### src/rtl/a12irq_pkg.sv
package a12irq_pkg;

    typedef enum logic [1:0] {
        SEL_LATCH   = 2'd0,
        SEL_RELOAD  = 2'd1,
        SEL_DISABLE = 2'd2,
        SEL_ENABLE  = 2'd3
    } reg_sel_e;

    typedef struct packed {
        logic latch_wr;
        logic reload_wr;
        logic irq_off;
        logic irq_on;
    } reg_cmd_t;

    function automatic reg_cmd_t decode_cmd(input logic wr, input logic [1:0] sel);
        reg_cmd_t c;
        c.latch_wr  = wr && (reg_sel_e'(sel) == SEL_LATCH);
        c.reload_wr = wr && (reg_sel_e'(sel) == SEL_RELOAD);
        c.irq_off   = wr && (reg_sel_e'(sel) == SEL_DISABLE);
        c.irq_on    = wr && (reg_sel_e'(sel) == SEL_ENABLE);
        return c;
    endfunction

endpackage

### src/rtl/a12irq_fall_det.sv
module a12irq_fall_det #(
    parameter int SYNC_STAGES = 2
) (
    input  logic clk,
    input  logic rst,
    input  logic a12_i,
    output logic fall_o
);
    localparam int PIPE_W = SYNC_STAGES + 1;

    logic [PIPE_W-1:0] pipe_q;

    always_ff @(posedge clk) begin
        if (rst) pipe_q <= '0;
        else     pipe_q <= {pipe_q[PIPE_W-2:0], a12_i};
    end

    // oldest sample high, next younger sample low: a high-to-low transition
    assign fall_o = pipe_q[PIPE_W-1] & ~pipe_q[PIPE_W-2];

    AST_NO_BACK_TO_BACK_FALL: assert property (@(posedge clk) disable iff (rst)
        fall_o |=> !fall_o);

endmodule

### src/rtl/a12irq_ignore.sv
module a12irq_ignore #(
    parameter int IGN_BITS = 3
) (
    input  logic clk,
    input  logic rst,
    input  logic fall_i,
    input  logic clr_i,
    output logic count_en_o
);
    logic [IGN_BITS-1:0] ign_q;

    assign count_en_o = fall_i && (ign_q == '0);

    always_ff @(posedge clk) begin
        if (rst)         ign_q <= '0;
        else if (clr_i)  ign_q <= '0;
        else if (fall_i) ign_q <= ign_q + 1'b1;
    end

    AST_WINDOW_OPENS: assert property (@(posedge clk) disable iff (rst)
        (count_en_o && !clr_i) |=> (ign_q == IGN_BITS'(1)));

    AST_CLR_RESTARTS: assert property (@(posedge clk) disable iff (rst)
        clr_i |=> (ign_q == '0));

endmodule

### src/rtl/a12irq_counter.sv
module a12irq_counter
    import a12irq_pkg::*;
#(
    parameter int CNT_W = 8
) (
    input  logic             clk,
    input  logic             rst,
    input  logic             count_en_i,
    input  reg_cmd_t         cmd_i,
    input  logic [CNT_W-1:0] data_i,
    output logic             irq_o
);
    logic [CNT_W-1:0] cnt_q;
    logic [CNT_W-1:0] latch_q;
    logic             pend_q;
    logic             en_q;
    logic [CNT_W-1:0] cnt_next;

    always_comb begin
        if (cnt_q == '0 || pend_q) cnt_next = latch_q;
        else                       cnt_next = cnt_q - 1'b1;
    end

    always_ff @(posedge clk) begin
        if (rst) begin
            cnt_q   <= '0;
            latch_q <= '0;
            pend_q  <= 1'b0;
            en_q    <= 1'b0;
            irq_o   <= 1'b0;
        end else begin
            if (cmd_i.latch_wr) latch_q <= data_i;
            if (cmd_i.reload_wr) begin
                cnt_q  <= '0;
                pend_q <= 1'b1;
            end else if (count_en_i) begin
                cnt_q  <= cnt_next;
                pend_q <= 1'b0;
            end
            if (cmd_i.irq_off) begin
                en_q  <= 1'b0;
                irq_o <= 1'b0;
            end else begin
                if (cmd_i.irq_on) en_q <= 1'b1;
                if (count_en_i && !cmd_i.reload_wr && cnt_next == '0 && en_q)
                    irq_o <= 1'b1;
            end
        end
    end

    AST_DECREMENT: assert property (@(posedge clk) disable iff (rst)
        (count_en_i && !cmd_i.reload_wr && cnt_q != '0 && !pend_q)
        |=> (cnt_q == $past(cnt_q) - 1'b1));

    AST_RELOAD_TAKES_LATCH: assert property (@(posedge clk) disable iff (rst)
        (count_en_i && !cmd_i.reload_wr && !cmd_i.latch_wr && pend_q)
        |=> (cnt_q == latch_q));

endmodule

### src/rtl/a12_edge_irq.sv
module a12_edge_irq
    import a12irq_pkg::*;
#(
    parameter int CNT_W       = 8,
    parameter int IGN_BITS    = 3,
    parameter int SYNC_STAGES = 2
) (
    input  logic             clk,
    input  logic             rst,
    input  logic             a12_i,
    input  logic             reg_wr,
    input  logic [1:0]       reg_sel,
    input  logic [CNT_W-1:0] wr_data,
    output logic             irq_o
);
    logic     fall;
    logic     count_en;
    reg_cmd_t cmd;

    assign cmd = decode_cmd(reg_wr, reg_sel);

    a12irq_fall_det #(.SYNC_STAGES(SYNC_STAGES)) u_fall (
        .clk    (clk),
        .rst    (rst),
        .a12_i  (a12_i),
        .fall_o (fall)
    );

    a12irq_ignore #(.IGN_BITS(IGN_BITS)) u_ignore (
        .clk        (clk),
        .rst        (rst),
        .fall_i     (fall),
        .clr_i      (cmd.reload_wr),
        .count_en_o (count_en)
    );

    a12irq_counter #(.CNT_W(CNT_W)) u_counter (
        .clk        (clk),
        .rst        (rst),
        .count_en_i (count_en),
        .cmd_i      (cmd),
        .data_i     (wr_data),
        .irq_o      (irq_o)
    );

    AST_IRQ_NEEDS_EDGE: assert property (@(posedge clk) disable iff (rst)
        $rose(irq_o) |-> $past(count_en));

    AST_ACK_CLEARS: assert property (@(posedge clk) disable iff (rst)
        cmd.irq_off |=> !irq_o);

    AST_IRQ_HOLDS: assert property (@(posedge clk) disable iff (rst)
        $fell(irq_o) |-> ($past(rst) || $past(cmd.irq_off)));

endmodule

### config.mk
export PLATFORM = sky130hd
export DESIGN_NAME = a12_edge_irq
export DESIGN_NICKNAME = d
export VERILOG_FILES = /design/src/rtl/a12irq_pkg.sv /design/src/rtl/a12irq_fall_det.sv /design/src/rtl/a12irq_ignore.sv /design/src/rtl/a12irq_counter.sv /design/src/rtl/a12_edge_irq.sv
export SDC_FILE = /design/constraint.sdc
export NUM_CORES = 1
export LEC_CHECK = 0
export ABC_AREA = 1
export BUFFER_PORTS_ARGS = -buffer_cell sky130_fd_sc_hd__buf_4
export CAP_MARGIN = 30
export CORE_MARGIN = 2
export CORE_UTILIZATION = 57
export DETAILED_ROUTE_END_ITERATION = 7
export PLACE_DENSITY = 0.78
export SETUP_SLACK_MARGIN = 0.05
export SYNTH_ARGS = -nofsm -noshare
export SYNTH_HDL_FRONTEND = slang
export SYNTH_HIERARCHICAL = 1
export SYNTH_SLANG_ARGS = --single-unit
### constraint.sdc
create_clock -name clk -period 2 [get_ports clk]
set_input_delay 0.2 -clock clk [delete_from_list [all_inputs] [get_ports clk]]
set_output_delay 0.2 -clock clk [all_outputs]
set_load 0.1 [all_outputs]
## Word-level counts from Yosys, hierarchy flattened

Cells that the tools add are included.

- Register bits: 25
- Latch bits: 0
- RAM bits: 0
- Memory bits (read-only): 0
- Bits of input ports: 14
- Output and inout port bits: 1
- Logic and storage cells: 34
- Memories kept: 0

- $add $sub $neg: 2
- $mul: 0
- Div/mod/pow operators: 0
- $lt $le $gt $ge: 0
- Eq/ne operators: 3
- Shift-type cells: 0
- Muxes and demuxes: 3
- Bitwise logic cells: 2
- Reductions and logical operators: 17

Operators by type and width:

| operator | number |
|---|---|
| $logic_not 8->1 | 2 |
| $logic_and 1x1->1 | 8 |
| $mux 8 | 1 |
| $sub 8x1->8 const B | 1 |
| $eq 2x2->1 const B | 2 |
| $reduce_or 2->1 | 2 |
| $add 3x1->3 const B | 1 |
| $logic_not 3->1 | 1 |
| $eq 2x1->1 const B | 1 |
| $logic_not 2->1 | 1 |
| $mux 1 | 2 |
| $reduce_bool 2->1 | 1 |
| $and 1x1->1 | 1 |
| $logic_not 1->1 | 1 |
| $logic_or 1x1->1 | 1 |
| $not 1->1 | 1 |

## Longest topological paths before layout

- Word-level depth: 6
- Mapped depth: 13
- Mapped depth without buffers: 13

## Cells and area by module

The synthesis kept the hierarchy.

By module, submodules not included:

| module | instances | cells each | area an instance (um^2) | sequential area each (um^2) |
|---|---|---|---|---|
| a12irq_counter | 1 | 159 | 1121.1 | 380.4 |
| a12irq_ignore | 1 | 23 | 162.7 | 60.1 |
| a12irq_fall_det | 1 | 11 | 92.6 | 60.1 |
| a12_edge_irq | 1 | 8 | 30.0 | 0.0 |

## Worst setup path after synthesis

Ideal clock, no wire load.

- Kind: register to register
- From: reg u_fall.pipe_q[2]
- To: reg u_counter.irq_o
- Library setup time: 0.067 ns
- Arrival time: 1.529 ns
- Required time: 1.933 ns
- Slack: 0.405 ns
- Cell stages (with the launch flop): 12
- Path buffers: 1
- Period minus slack after synthesis: 1.595 ns
- Path through: dfxtp_1 -> inv_1 -> nor2_1 -> nand2_1 -> nor2_1 -> buf_2 -> clkinv_1 -> nor2_1 -> nand3_1 -> nor2_1 -> nand2_1 -> a21oi_2

- Cells in the longest elaborated chain, start to end: 5

Ends and longest elaborated chain:

| item | line | source |
|---|---|---|
| start: declaration | a12irq_fall_det.sv:11 | `logic [PIPE_W-1:0] pipe_q;` |
| start signal: assignment | a12irq_fall_det.sv:15 | `else pipe_q <= {pipe_q[PIPE_W-2:0], a12_i};` |
| $and 1x1->1 | a12irq_fall_det.sv:19 | `assign fall_o = pipe_q[PIPE_W-1] & ~pipe_q[PIPE_W-2];` |
| via fall | a12_edge_irq.sv:16 | `logic fall;` |
| $logic_and 1x1->1 | a12irq_ignore.sv:12 | `assign count_en_o = fall_i && (ign_q == '0);` |
| via count_en | a12_edge_irq.sv:17 | `logic count_en;` |
| $logic_and 1x1->1 (3 in a row) | a12irq_counter.sv:45 | `if (count_en_i && !cmd_i.reload_wr && cnt_next == '0 && en_q)` |
| end signal: assignment | a12irq_counter.sv:30 | `irq_o <= 1'b0;` |
| end signal: assignment | a12irq_counter.sv:42 | `irq_o <= 1'b0;` |
| end signal: assignment | a12irq_counter.sv:46 | `irq_o <= 1'b1;` |
| end: declaration | a12irq_counter.sv:11 | `output logic irq_o` |

The timed path passes the listed nets, and every way through them passes these cells.
A chain may end at the register's enable or synchronous reset.

## Worst setup path after layout

- From: reg u_counter.cnt_q[0]
- To: reg u_counter.irq_o

- Cells in the longest elaborated chain, start to end: 6
- Elaborated cells between the ends (all ways): 7
- Those cells by class: 1 x add/sub; 1 x mux; 5 x reduce/logical

Ends and longest elaborated chain:

| item | line | source |
|---|---|---|
| start: declaration | a12irq_counter.sv:13 | `logic [CNT_W-1:0] cnt_q;` |
| start signal: assignment | a12irq_counter.sv:37 | `cnt_q <= cnt_next;` |
| parallel branches: the longest is 2 deep, another holds $sub 8x1->8 | n/a |  |
| $mux 8 * | a12irq_counter.sv:20 | `if (cnt_q == '0 \|\| pend_q) cnt_next = latch_q;` |
| $logic_not 8->1 * | a12irq_counter.sv:45 |  |
| $logic_and 1x1->1 * (2 in a row) | a12irq_counter.sv:45 |  |

Every way passes the cells marked *.

==> results.toml <==
[outcome]
status = "completed"

[grt]
antenna_found_initial = 0
grt_first_pass_wirelength_um = 4640
track_usage = 0.226
grt_pass1_vias = 1146
grt_overflow = 0
grt_max_degree = 16

[critical_path]
rr_endpoint = "u_counter/irq_o$_SDFFE_PP0P_"
start_kind = "register"
rr_worst_depth = 11
cpPeakStageDelay_ns = 0.38
required_ns = 2.26
r2r_setup_slack_ns = 0.41
slowest_stage = "dfxtp_1"
worstSetupPathType = "reg -> reg"
critPathMaxFanout = 8
critPathMostFrequentCell = "nand2_1"
cp.arrival_ns = 1.85
r2r_start = "u_counter/cnt_q[0]$_SDFFE_PP0P_"
cp_cell_sequence = "inv_1, ha_1, nand2_2, clkinv_2, nand2_4, nand2_8, nand2_1, nand3_1, nor2_1, nand2_1, a21oi_2"
critPathCaptureType = "register"
critPathBufInv = 2
crit_family = "simple AND/OR/NAND/NOR gates"

[clock_network]
clk_pin_slew_ns = 0.15
numClockSinks = 25
clock_latency_ns = 0.32
cts_tree = "done"
clockBufferDepth = 2
cts_resized = 0
postCtsSetupBuffers = 0
ctsHtreeMaxLevel = 1
hold_buffers = 0
clockRootBuffer = "clkbuf_4"
cts_made_buffers = 3

[die]
die_h_um = 53.7
die-width_um = 53.7
core.rowCount = 17
start_util = 0.618
io_pins = 15
die_area_um2 = 2880
core-area_um2 = 2280

[synthesis]
synthesis.nets = 219
synth_top_area_share = 0.356
ys_warn_count = 6
synthTopCellsByArea = "dfxtp_1 36%, nand2_1 10%, inv_1 8.8%, nor2_1 6.9%, nand2_2 6.7%"
synth_cell_type_count = 27
yosys.area.top_type = "dfxtp_1"
seq_area_frac_synth = 0.356
syn_area_um2 = 1410
synth-async-reset-ratio = 0
avgSynthCellArea_um2 = 7.00
ys_top_cells_by_count = "38 x nand2_1, 33 x inv_1, 26 x nor2_1"
synth_cells = 201
synth_flop_cell = "dfxtp_1"
ys_seq_elements = 25
synth_most_common_cell = "nand2_1"
synth-edff-count = 0

[place]
dp_hpwl_um = 2210
port_buffers = 14
gp_congestion = 0.847
dpl_worst_slack_ns = 0.435

[sta]
clock-skew-final_ns = 0.0135
setup_violations = 0
tns_ns = 0
rsz0062_at_grt = "false"
min_period_ns = 1.59
fmax_mhz = 628
tightest_slew_ns = 0.388
timing_hold_violations_final = 0
fin_ws_ns = 0.408
min_period_over_period = 0.796
drv_slew = 0
relSlewSlack = 0.740

[route]
routed_via_density = 4.91
ant_nets = 0
drt_wl_total_um = 2690
num_vias = 1212
wire_per_inst_um = 10.9
route.detailed.drc = 0
drt_pass1_iterations = 4
drtIter0Drc = 10

[pwr]
p_per_area_nw_per_um2 = 636
peakVddDrop_mv = 0.431
leakage_nw = 0.753

[final_layout]
drive_above_1_share = 0.242
synthToLayoutAreaGrowth_pct = 12.5
nets = 238
antenna_cells = 0

[hold_path]
hold_depth = 2
min_path_type = "in -> reg"
min_from = "rst"
worstHoldEndpoint = "u_fall/pipe_q[2]$_SDFF_PP0_"

[job]
drv_cap = 0
==> placed cells by master (no fill, tap or decap) <==
master	synthesis	final
nand2_1	38	38
inv_1	33	33
nor2_1	26	26
dfxtp_1	25	25
buf_4	0	16
nand2_2	15	15
a21oi_1	14	14
nand3_1	9	9
o21ai_0	9	9
ha_1	4	4
clkbuf_4	0	3
inv_2	3	3
nor2_2	3	3
nor2_8	2	2
nor2_4	2	2
nand2_4	2	2
nand4_1	2	2
xor2_1	2	2
a21oi_2	2	2
clkinvlp_4	0	1
clkinv_2	1	1
nand2_8	1	1
xnor2_1	1	1
a211oi_1	1	1
clkinv_1	1	1
o21ai_1	1	1
nand3_2	1	1
or2_2	1	1
==> per-layer routing <==
layer / vias to the layer above / global-route usage / routed length (µm) / share of wire
met5: - / 0 / 0 / 0
met4: 0 / 0.0897 / 23 / 0.0085
met3: 2 / 0.0333 / 100 / 0.037
met2: 28 / 0.409 / 1350 / 0.50
met1: 529 / 0.263 / 1220 / 0.45
li1: 653 / - / - / -
==> report_power, final <==
group	switching [mW]	internal, mW	leakage (nW)	total [mW]
sequential	0.0137	0.516	0.204	0.530
combinational	0.146	0.0952	0.536	0.241
clock	0.159	0.0764	0.0139	0.236
total	0.319	0.688	0.753	1.01
==> registers in the layout (all words and copies together) (netlist names) <==
name and flops:
u_ignore/ign_q 3, u_counter/en_q 1, u_counter/irq_o 1, u_counter/pend_q 1
u_counter/cnt_q 8, u_fall/pipe_q 3, u_counter/latch_q 8
==> cells by family after synthesis <==
family                   after synthesis  synth area share
AO/OA/AOI/OAI                         27             0.103
AND/OR/NAND/NOR                      102             0.378
flip-flops                            25             0.356
XOR/XNOR                               3            0.0187
buffers and inverters                 40             0.109
adder cells (fa/ha/maj)                4            0.0356
==> stage by stage <==
stage	power, mW	cell area [µm²]	cells	hold slack (ns)	util
2_1_floorplan	0.724	1410	201	0.267	-
3_3_place_gp	0.777	1550	243	0.395	0.682
3_5_place_dp	0.783	1550	243	0.397	0.682
6_report	1.01	1580	247	0.0530	0.695
5_1_grt	1.06	1580	247	0.0373	0.695
4_1_cts	1.01	1580	247	0.0456	0.695
==> worst reg2reg max path, stage by stage (launching register included) <==
cell and delay, ns:
dfxtp_1 0.38, inv_1 0.11, ha_1 0.22, nand2_2 0.10, clkinv_2 0.07, nand2_4 0.09
nand2_8 0.07, nand2_1 0.10, nand3_1 0.08, nor2_1 0.12, nand2_1 0.07, a21oi_2 0.10
==> layout make-up <==
class | count | area, µm²
Inverter | 38 | 144
Clock buffer | 3 | 22.5
Multi-Input combinational cell | 136 | 753
Clock inverter | 1 | 7.51
Tap cell | 28 | 35.0
Sequential cell | 25 | 500
Fill cell | 212 | 693
Timing Repair Buffer | 16 | 120
==> how the worst max path moves through the flow <==
stage          slack, ns                            to                       startpoint  depth (start not counted)
2_1_floorplan       0.40  u_counter/irq_o$_SDFFE_PP0P_      u_fall/pipe_q[2]$_SDFF_PP0_                         11
3_3_place_gp        0.48  u_counter/irq_o$_SDFFE_PP0P_  u_counter/cnt_q[0]$_SDFFE_PP0P_                         11
3_5_place_dp        0.44  u_counter/irq_o$_SDFFE_PP0P_  u_counter/cnt_q[0]$_SDFFE_PP0P_                         11
4_1_cts             0.39  u_counter/irq_o$_SDFFE_PP0P_  u_counter/cnt_q[0]$_SDFFE_PP0P_                         11
5_1_grt             0.18  u_counter/irq_o$_SDFFE_PP0P_      u_fall/pipe_q[2]$_SDFF_PP0_                         10
6_report            0.41  u_counter/irq_o$_SDFFE_PP0P_  u_counter/cnt_q[0]$_SDFFE_PP0P_                         11
Power figures use the tool's default switching activity.
